### src/rtl/frac_mac_pkg.sv
package frac_mac_pkg;
  localparam int unsigned WORD_W  = 24;
  localparam int unsigned GUARD_W = 8;
  localparam int unsigned NUM_SRC = 4;
  localparam int unsigned NUM_ACC = 2;

  typedef enum logic [2:0] {
    OP_MPY   = 3'd0,
    OP_MPYR  = 3'd1,
    OP_MAC   = 3'd2,
    OP_MACR  = 3'd3,
    OP_MACN  = 3'd4,
    OP_MACNR = 3'd5,
    OP_ADD   = 3'd6,
    OP_SUB   = 3'd7
  } mac_op_e;
endpackage

### src/rtl/mac_src_regs.sv
module mac_src_regs #(
  parameter int unsigned WORD_W  = 24,
  parameter int unsigned NUM_SRC = 4,
  localparam int unsigned SEL_W  = $clog2(NUM_SRC)
) (
  input  logic                             clk,
  input  logic                             rst_n,
  input  logic                             wr_en,
  input  logic [SEL_W-1:0]                 wr_sel,
  input  logic [WORD_W-1:0]                wr_data,
  output logic [NUM_SRC-1:0][WORD_W-1:0]   regs_q
);
  for (genvar g = 0; g < NUM_SRC; g++) begin : g_src
    logic              load_en;
    logic [WORD_W-1:0] reg_d;

    always_comb begin
      load_en = wr_en && (wr_sel == SEL_W'(g));
      reg_d   = load_en ? wr_data : regs_q[g];
    end

    always_ff @(posedge clk or negedge rst_n) begin
      if (!rst_n) regs_q[g] <= '0;
      else        regs_q[g] <= reg_d;
    end
  end

  // a strobed write lands in the addressed register
  assert_reg_write_R2: assert property (@(posedge clk) disable iff (!rst_n)
    wr_en |=> regs_q[$past(wr_sel)] == $past(wr_data));
endmodule

### src/rtl/mac_datapath.sv
module mac_datapath
  import frac_mac_pkg::*;
#(
  parameter int unsigned WORD_W  = 24,
  parameter int unsigned GUARD_W = 8,
  localparam int unsigned ACC_W  = GUARD_W + 2 * WORD_W,
  localparam int unsigned PROD_W = 2 * WORD_W
) (
  input  mac_op_e            op,
  input  logic [WORD_W-1:0]  opa,
  input  logic [WORD_W-1:0]  opb,
  input  logic [ACC_W-1:0]   acc_in,
  output logic [ACC_W-1:0]   acc_next,
  output logic               round_on
);
  logic signed [PROD_W-1:0] prod;
  logic signed [ACC_W-1:0]  prod_sx;
  logic [ACC_W-1:0]         prod_frac;
  logic [ACC_W-1:0]         opnd_al;
  logic [ACC_W-1:0]         addend;
  logic [ACC_W-1:0]         base;
  logic                     negate;
  logic [ACC_W-1:0]         sum;
  logic                     tie;
  logic [ACC_W-1:0]         rounded;

  always_comb begin
    prod      = $signed(opa) * $signed(opb);
    prod_sx   = ACC_W'(prod);
    prod_frac = {prod_sx[ACC_W-2:0], 1'b0};
    opnd_al   = {{GUARD_W{opa[WORD_W-1]}}, opa, {WORD_W{1'b0}}};

    base   = (op == OP_MPY || op == OP_MPYR) ? '0 : acc_in;
    addend = (op == OP_ADD || op == OP_SUB) ? opnd_al : prod_frac;
    negate = (op == OP_MACN) || (op == OP_MACNR) || (op == OP_SUB);
    sum    = negate ? (base - addend) : (base + addend);

    round_on = (op == OP_MPYR) || (op == OP_MACR) || (op == OP_MACNR);
    tie      = (sum[WORD_W-1:0] == {1'b1, {(WORD_W-1){1'b0}}});
    rounded  = sum + ACC_W'({1'b1, {(WORD_W-1){1'b0}}});
    if (tie) rounded[WORD_W] = 1'b0;
    rounded[WORD_W-1:0] = '0;

    acc_next = round_on ? rounded : sum;
  end
endmodule

### src/rtl/mac_acc_bank.sv
module mac_acc_bank #(
  parameter int unsigned ACC_W   = 56,
  parameter int unsigned LOW_W   = 24,
  parameter int unsigned NUM_ACC = 2
) (
  input  logic                            clk,
  input  logic                            rst_n,
  input  logic [NUM_ACC-1:0]              we,
  input  logic                            rnd,
  input  logic [ACC_W-1:0]                d,
  output logic [NUM_ACC-1:0][ACC_W-1:0]   q
);
  for (genvar g = 0; g < NUM_ACC; g++) begin : g_acc
    logic [ACC_W-1:0] acc_d;

    always_comb acc_d = we[g] ? d : q[g];

    always_ff @(posedge clk or negedge rst_n) begin
      if (!rst_n) q[g] <= '0;
      else        q[g] <= acc_d;
    end

    // an accumulator not written this cycle keeps its value
    assert_hold_unselected_R8: assert property (@(posedge clk) disable iff (!rst_n)
      !we[g] |=> q[g] == $past(q[g]));

    // a rounded result leaves an empty low word
    assert_round_low_clear_R6: assert property (@(posedge clk) disable iff (!rst_n)
      (we[g] && rnd) |=> q[g][LOW_W-1:0] == '0);
  end
endmodule

### src/rtl/frac_mac.sv
module frac_mac
  import frac_mac_pkg::*;
#(
  parameter int unsigned WORD_W  = frac_mac_pkg::WORD_W,
  parameter int unsigned GUARD_W = frac_mac_pkg::GUARD_W,
  parameter int unsigned NUM_SRC = frac_mac_pkg::NUM_SRC,
  localparam int unsigned ACC_W  = GUARD_W + 2 * WORD_W,
  localparam int unsigned SEL_W  = $clog2(NUM_SRC)
) (
  input  logic              clk,
  input  logic              rst_n,
  input  logic              wr_en,
  input  logic [SEL_W-1:0]  wr_sel,
  input  logic [WORD_W-1:0] wr_data,
  input  logic              op_valid,
  input  logic [2:0]        op_code,
  input  logic [SEL_W-1:0]  src_a_sel,
  input  logic [SEL_W-1:0]  src_b_sel,
  input  logic              acc_sel,
  output logic [ACC_W-1:0]  acc0_out,
  output logic [ACC_W-1:0]  acc1_out
);
  localparam int unsigned N_ACC = 2;

  logic [NUM_SRC-1:0][WORD_W-1:0] src_q;
  logic [N_ACC-1:0][ACC_W-1:0]    acc_q;
  logic [N_ACC-1:0]               acc_we;
  logic [WORD_W-1:0]              opa;
  logic [WORD_W-1:0]              opb;
  logic [ACC_W-1:0]               acc_cur;
  logic [ACC_W-1:0]               acc_nxt;
  logic                           rnd;
  mac_op_e                        op;

  mac_src_regs #(.WORD_W(WORD_W), .NUM_SRC(NUM_SRC)) u_src (
    .clk(clk), .rst_n(rst_n), .wr_en(wr_en), .wr_sel(wr_sel),
    .wr_data(wr_data), .regs_q(src_q)
  );

  always_comb begin
    op      = mac_op_e'(op_code);
    opa     = src_q[src_a_sel];
    opb     = src_q[src_b_sel];
    acc_cur = acc_q[acc_sel];
    acc_we  = '0;
    acc_we[acc_sel] = op_valid;
  end

  mac_datapath #(.WORD_W(WORD_W), .GUARD_W(GUARD_W)) u_dp (
    .op(op), .opa(opa), .opb(opb), .acc_in(acc_cur),
    .acc_next(acc_nxt), .round_on(rnd)
  );

  mac_acc_bank #(.ACC_W(ACC_W), .LOW_W(WORD_W), .NUM_ACC(N_ACC)) u_acc (
    .clk(clk), .rst_n(rst_n), .we(acc_we), .rnd(rnd), .d(acc_nxt), .q(acc_q)
  );

  assign acc0_out = acc_q[0];
  assign acc1_out = acc_q[1];

  // a multiply with a zero source leaves zero in the destination
  assert_mpy_zero_R3: assert property (@(posedge clk) disable iff (!rst_n)
    (op_valid && op_code == 3'd0 && (opa == '0 || opb == '0))
      |=> acc_q[$past(acc_sel)] == '0);

  // with no issue, both accumulators hold
  assert_idle_hold_R8: assert property (@(posedge clk) disable iff (!rst_n)
    !op_valid |=> (acc0_out == $past(acc0_out)) && (acc1_out == $past(acc1_out)));
endmodule

### config.mk
export PLATFORM = sky130hd
export DESIGN_NAME = frac_mac
export DESIGN_NICKNAME = d
export VERILOG_FILES = /design/src/rtl/frac_mac_pkg.sv /design/src/rtl/mac_src_regs.sv /design/src/rtl/mac_datapath.sv /design/src/rtl/mac_acc_bank.sv /design/src/rtl/frac_mac.sv
export SDC_FILE = /design/constraint.sdc
export NUM_CORES = 2
export LEC_CHECK = 0
export BUFFER_PORTS_ARGS = -buffer_cell sky130_fd_sc_hd__clkbuf_2
export CAP_MARGIN = 20
export CORE_MARGIN = 1
export CORE_UTILIZATION = 55
export DETAILED_ROUTE_END_ITERATION = 8
export MAX_ROUTING_LAYER = met4
export PLACE_DENSITY_LB_ADDON = 0.05
export SYNTH_ARGS = -nofsm -noshare
export SYNTH_HDL_FRONTEND = slang
export SYNTH_SLANG_ARGS = --single-unit
### constraint.sdc
create_clock -name clk -period 11.25 [get_ports clk]
set_input_delay 0.5625 -clock clk [delete_from_list [all_inputs] [get_ports clk]]
set_output_delay 0.5625 -clock clk [all_outputs]
set_load 0.01 [all_outputs]
==> qor.yml <==
port_buffers: 149
syn_avg_cell_area_um2: 8.74
status: "complete, no violations"
finalMaxSlewViolations: 0
pin_count: 150
maxSlewHeadroom_pct: 30.0
arrival_ns: 11.47
drt_wl_total_um: 121000
max_freq_mhz: 90.8
hold_ws_ns: 0.0727
synth_nets: 5121
initial_core_util_pct: 55.7
cts_buffers: 24
clock_path_buffers: 3
grt_antenna_before_repair: 1
place_congestion: 0.998
hold_path_class: "in2async"
clk_pin_slew_worst_paths_ns: 0.06
fin_setup_tns_ns: 0
fin_nets: 5916
grt_pass1_wl_um: 189000
via_per_inst: 5.60
reg2reg_from: "u_src.regs_q[57]$_DFFE_PN0P_"
setup.worst_path.start: "u_src.regs_q[57]$_DFFE_PN0P_"
crit_slowest_cell: "fa_1"
cts_sinks: 208
ant_nets: 0
dp_hpwl_um: 98300
worstPathRequired_ns: 11.70
grt_start_max_net_pins: 110
endpoint_kind: "flip-flop"
postCtsHoldBufs: 0
post-place-ws_ns: -0.536
fin_skew_ns: 0.0196
max_stage_delay_ns: 0.52
clkLatencyLatePin_ns: 0.56
synthCells: 4285
crit_path_frequent_cell: "fa_1"
area_growth_pct: 26.2
seq_area_frac_synth_pct: 13.9
setup_viol: 0
synth_cell_types: 100
worst_setup_path_start_kind: "flip-flop"
cts_htree_levels: 1
worst_r2r_path_depth: 40
max-cap-violations: 0
layout-drive-gt1-share_pct: 27.7
die_x_um: 263
cp_max_fo: 5
worst-slew-pin-transition_ns: 1.05
synth_async_sr_flop_share_pct: 100
drtIter0Drc: 2835
rsz0062_at_grt: "true"
grt_pass1_vias: 33800
ys_seq_elements: 208
cts_tree: "built"
ys.flop_type: "dfrtp_1"
r2r_setup_slack_ns: 0.24
track_usage_pct: 36.0
core_mm2: 0.0673
synth_edf_count: 0
hold_viol: 0
period_needed_ns: 11.01
dieArea_mm2: 0.0691
root_buffer: "clkbuf_16"
std_cell_rows: 95
setup.worst_path.end: "u_acc.q[55]$_DFFE_PN0P_"
synthesis.area_mm2: 0.0375
fin_crit_sh_pct: 97.9
critPathKind: "reg2reg"
dr.pass1.iters: 6
layout_setup_ws_ns: 0.238
remaining_drc_errors: 0
ys_warn_count: 0
gr-total-overflow: 0
vias: 33500
fin_util_pct: 70.3
rr_endpoint: "u_acc.q[55]$_DFFE_PN0P_"
wl_per_cell_um: 20.2
die_h_um: 263
==> state kept, by name, indices dropped and copies added (netlist names) <==
register and cells:
u_src.regs_q 96, u_acc.q 112
==> through the flow <==
step,instances,cell area (um2)
after floorplan,4285,37800
after global placement,5871,44900
after detailed placement,5871,44900
after CTS,5914,45700
after global routing,5971,47300
final,5972,47300
==> worst max-delay path: cells and delay by family (launching register included) <==
family | cells | cell delay (ns)
buffers and inverters | 8 | 1.02
AND/OR/NAND/NOR | 14 | 3.03
XOR/XNOR | 1 | 0.17
multiplexers | 1 | 0.29
flip-flops | 1 | 0.42
adder cells (fa/ha/maj) | 9 | 4.02
AO/OA/AOI/OAI | 7 | 1.93
==> synthesized netlist by cell type, types with 15 or more instances <==
library cell | number | area share (%)
buf_2 | 15 | 0.20
a31oi_1 | 17 | 0.28
nor4_1 | 15 | 0.25
inv_1 | 634 | 6.4
a21oi_1 | 141 | 1.9
o21ai_1 | 35 | 0.47
mux2i_1 | 109 | 2.9
a211oi_1 | 21 | 0.42
nand2_1 | 602 | 6.0
o211ai_1 | 30 | 0.60
xor2_1 | 60 | 1.4
mux2_2 | 140 | 4.2
o21a_1 | 53 | 1.1
nand4_1 | 27 | 0.45
xnor2_1 | 83 | 1.9
dfrtp_1 | 208 | 14
o21ai_0 | 227 | 3.0
or3_1 | 20 | 0.33
fa_1 | 607 | 32
clkbuf_1 | 172 | 1.7
nand3_1 | 45 | 0.60
and2_1 | 46 | 0.77
nand2b_1 | 22 | 0.37
nor3_1 | 42 | 0.56
ha_1 | 191 | 6.4
nor2_1 | 421 | 4.2
a21o_1 | 32 | 0.64
and3_1 | 24 | 0.40
==> how the worst min path moves through the flow <==
stage / to
finish: u_src.regs_q[74]$_DFFE_PN0P_
global route: u_src.regs_q[74]$_DFFE_PN0P_
CTS: u_src.regs_q[74]$_DFFE_PN0P_
detailed placement: u_acc.q[5]$_DFFE_PN0P_
global placement: u_acc.q[6]$_DFFE_PN0P_
floorplan: u_acc.q[0]$_DFFE_PN0P_
==> layer usage <==
layer	share of wire (%)	GRT usage (%)	vias up
met1	43	49.8	16500
met4	3.8	10.2	0
met3	7.3	4.40	214
met5	0	-	-
li1	-	-	15500
met2	46	55.8	1247
==> cell type report <==
type / instances / area [um2]
multi-input combinational: 3240 / 30200
fill: 5435 / 20000
timing repair buffer: 971 / 7580
sequential: 208 / 5210
inverter: 635 / 2380
tap: 873 / 1090
clock buffer: 36 / 727
clock inverter: 7 / 63.8
antenna: 2 / 5.00
==> layout by cell type (no fill, tap or decap), types with 30 or more instances in the layout <==
master,netlist,final
nor3_1,42,38
nand3_1,45,40
buf_12,0,36
xnor2_1,83,83
nand2_1,602,596
o21ai_0,227,189
nor2_1,421,411
and2_1,46,42
o211ai_1,30,30
o21ai_1,35,45
ha_1,191,174
a21oi_1,141,109
buf_4,1,755
mux2i_1,109,105
clkbuf_2,2,145
inv_1,634,623
o21a_1,53,45
fa_1,607,588
xor2_1,60,57
mux2_2,140,135
dfrtp_1,208,204
a21o_1,32,32
==> what timing repair did <==
item | CTS | global route
setup endpoints to repair | 9 | 38
resized for setup | 3 | 261
pin swaps | 0 | 102
gates cloned | 0 | 6
setup buffers | 0 | 50
==> kinds of logic (layout without fill, tap and decap cells) <==
kind of cell               Yosys count  after routing  synth area share (%)
adders and majority gates          798            798                  38.8
muxes                              259            260                  7.72
buffers and inverters              838           1649                  8.47
and+or+nand+nor                   1338           1338                  15.8
other                                0              2                     0
xor gates and xnor gates           144            144                  3.39
DFF                                208            208                  13.9
AOI/OAI and AO/OA                  700            700                  11.9
Power is left out: the tool's default activity adds up to more than one toggle a clock period on the data nets, which glitch-free logic cannot reach.
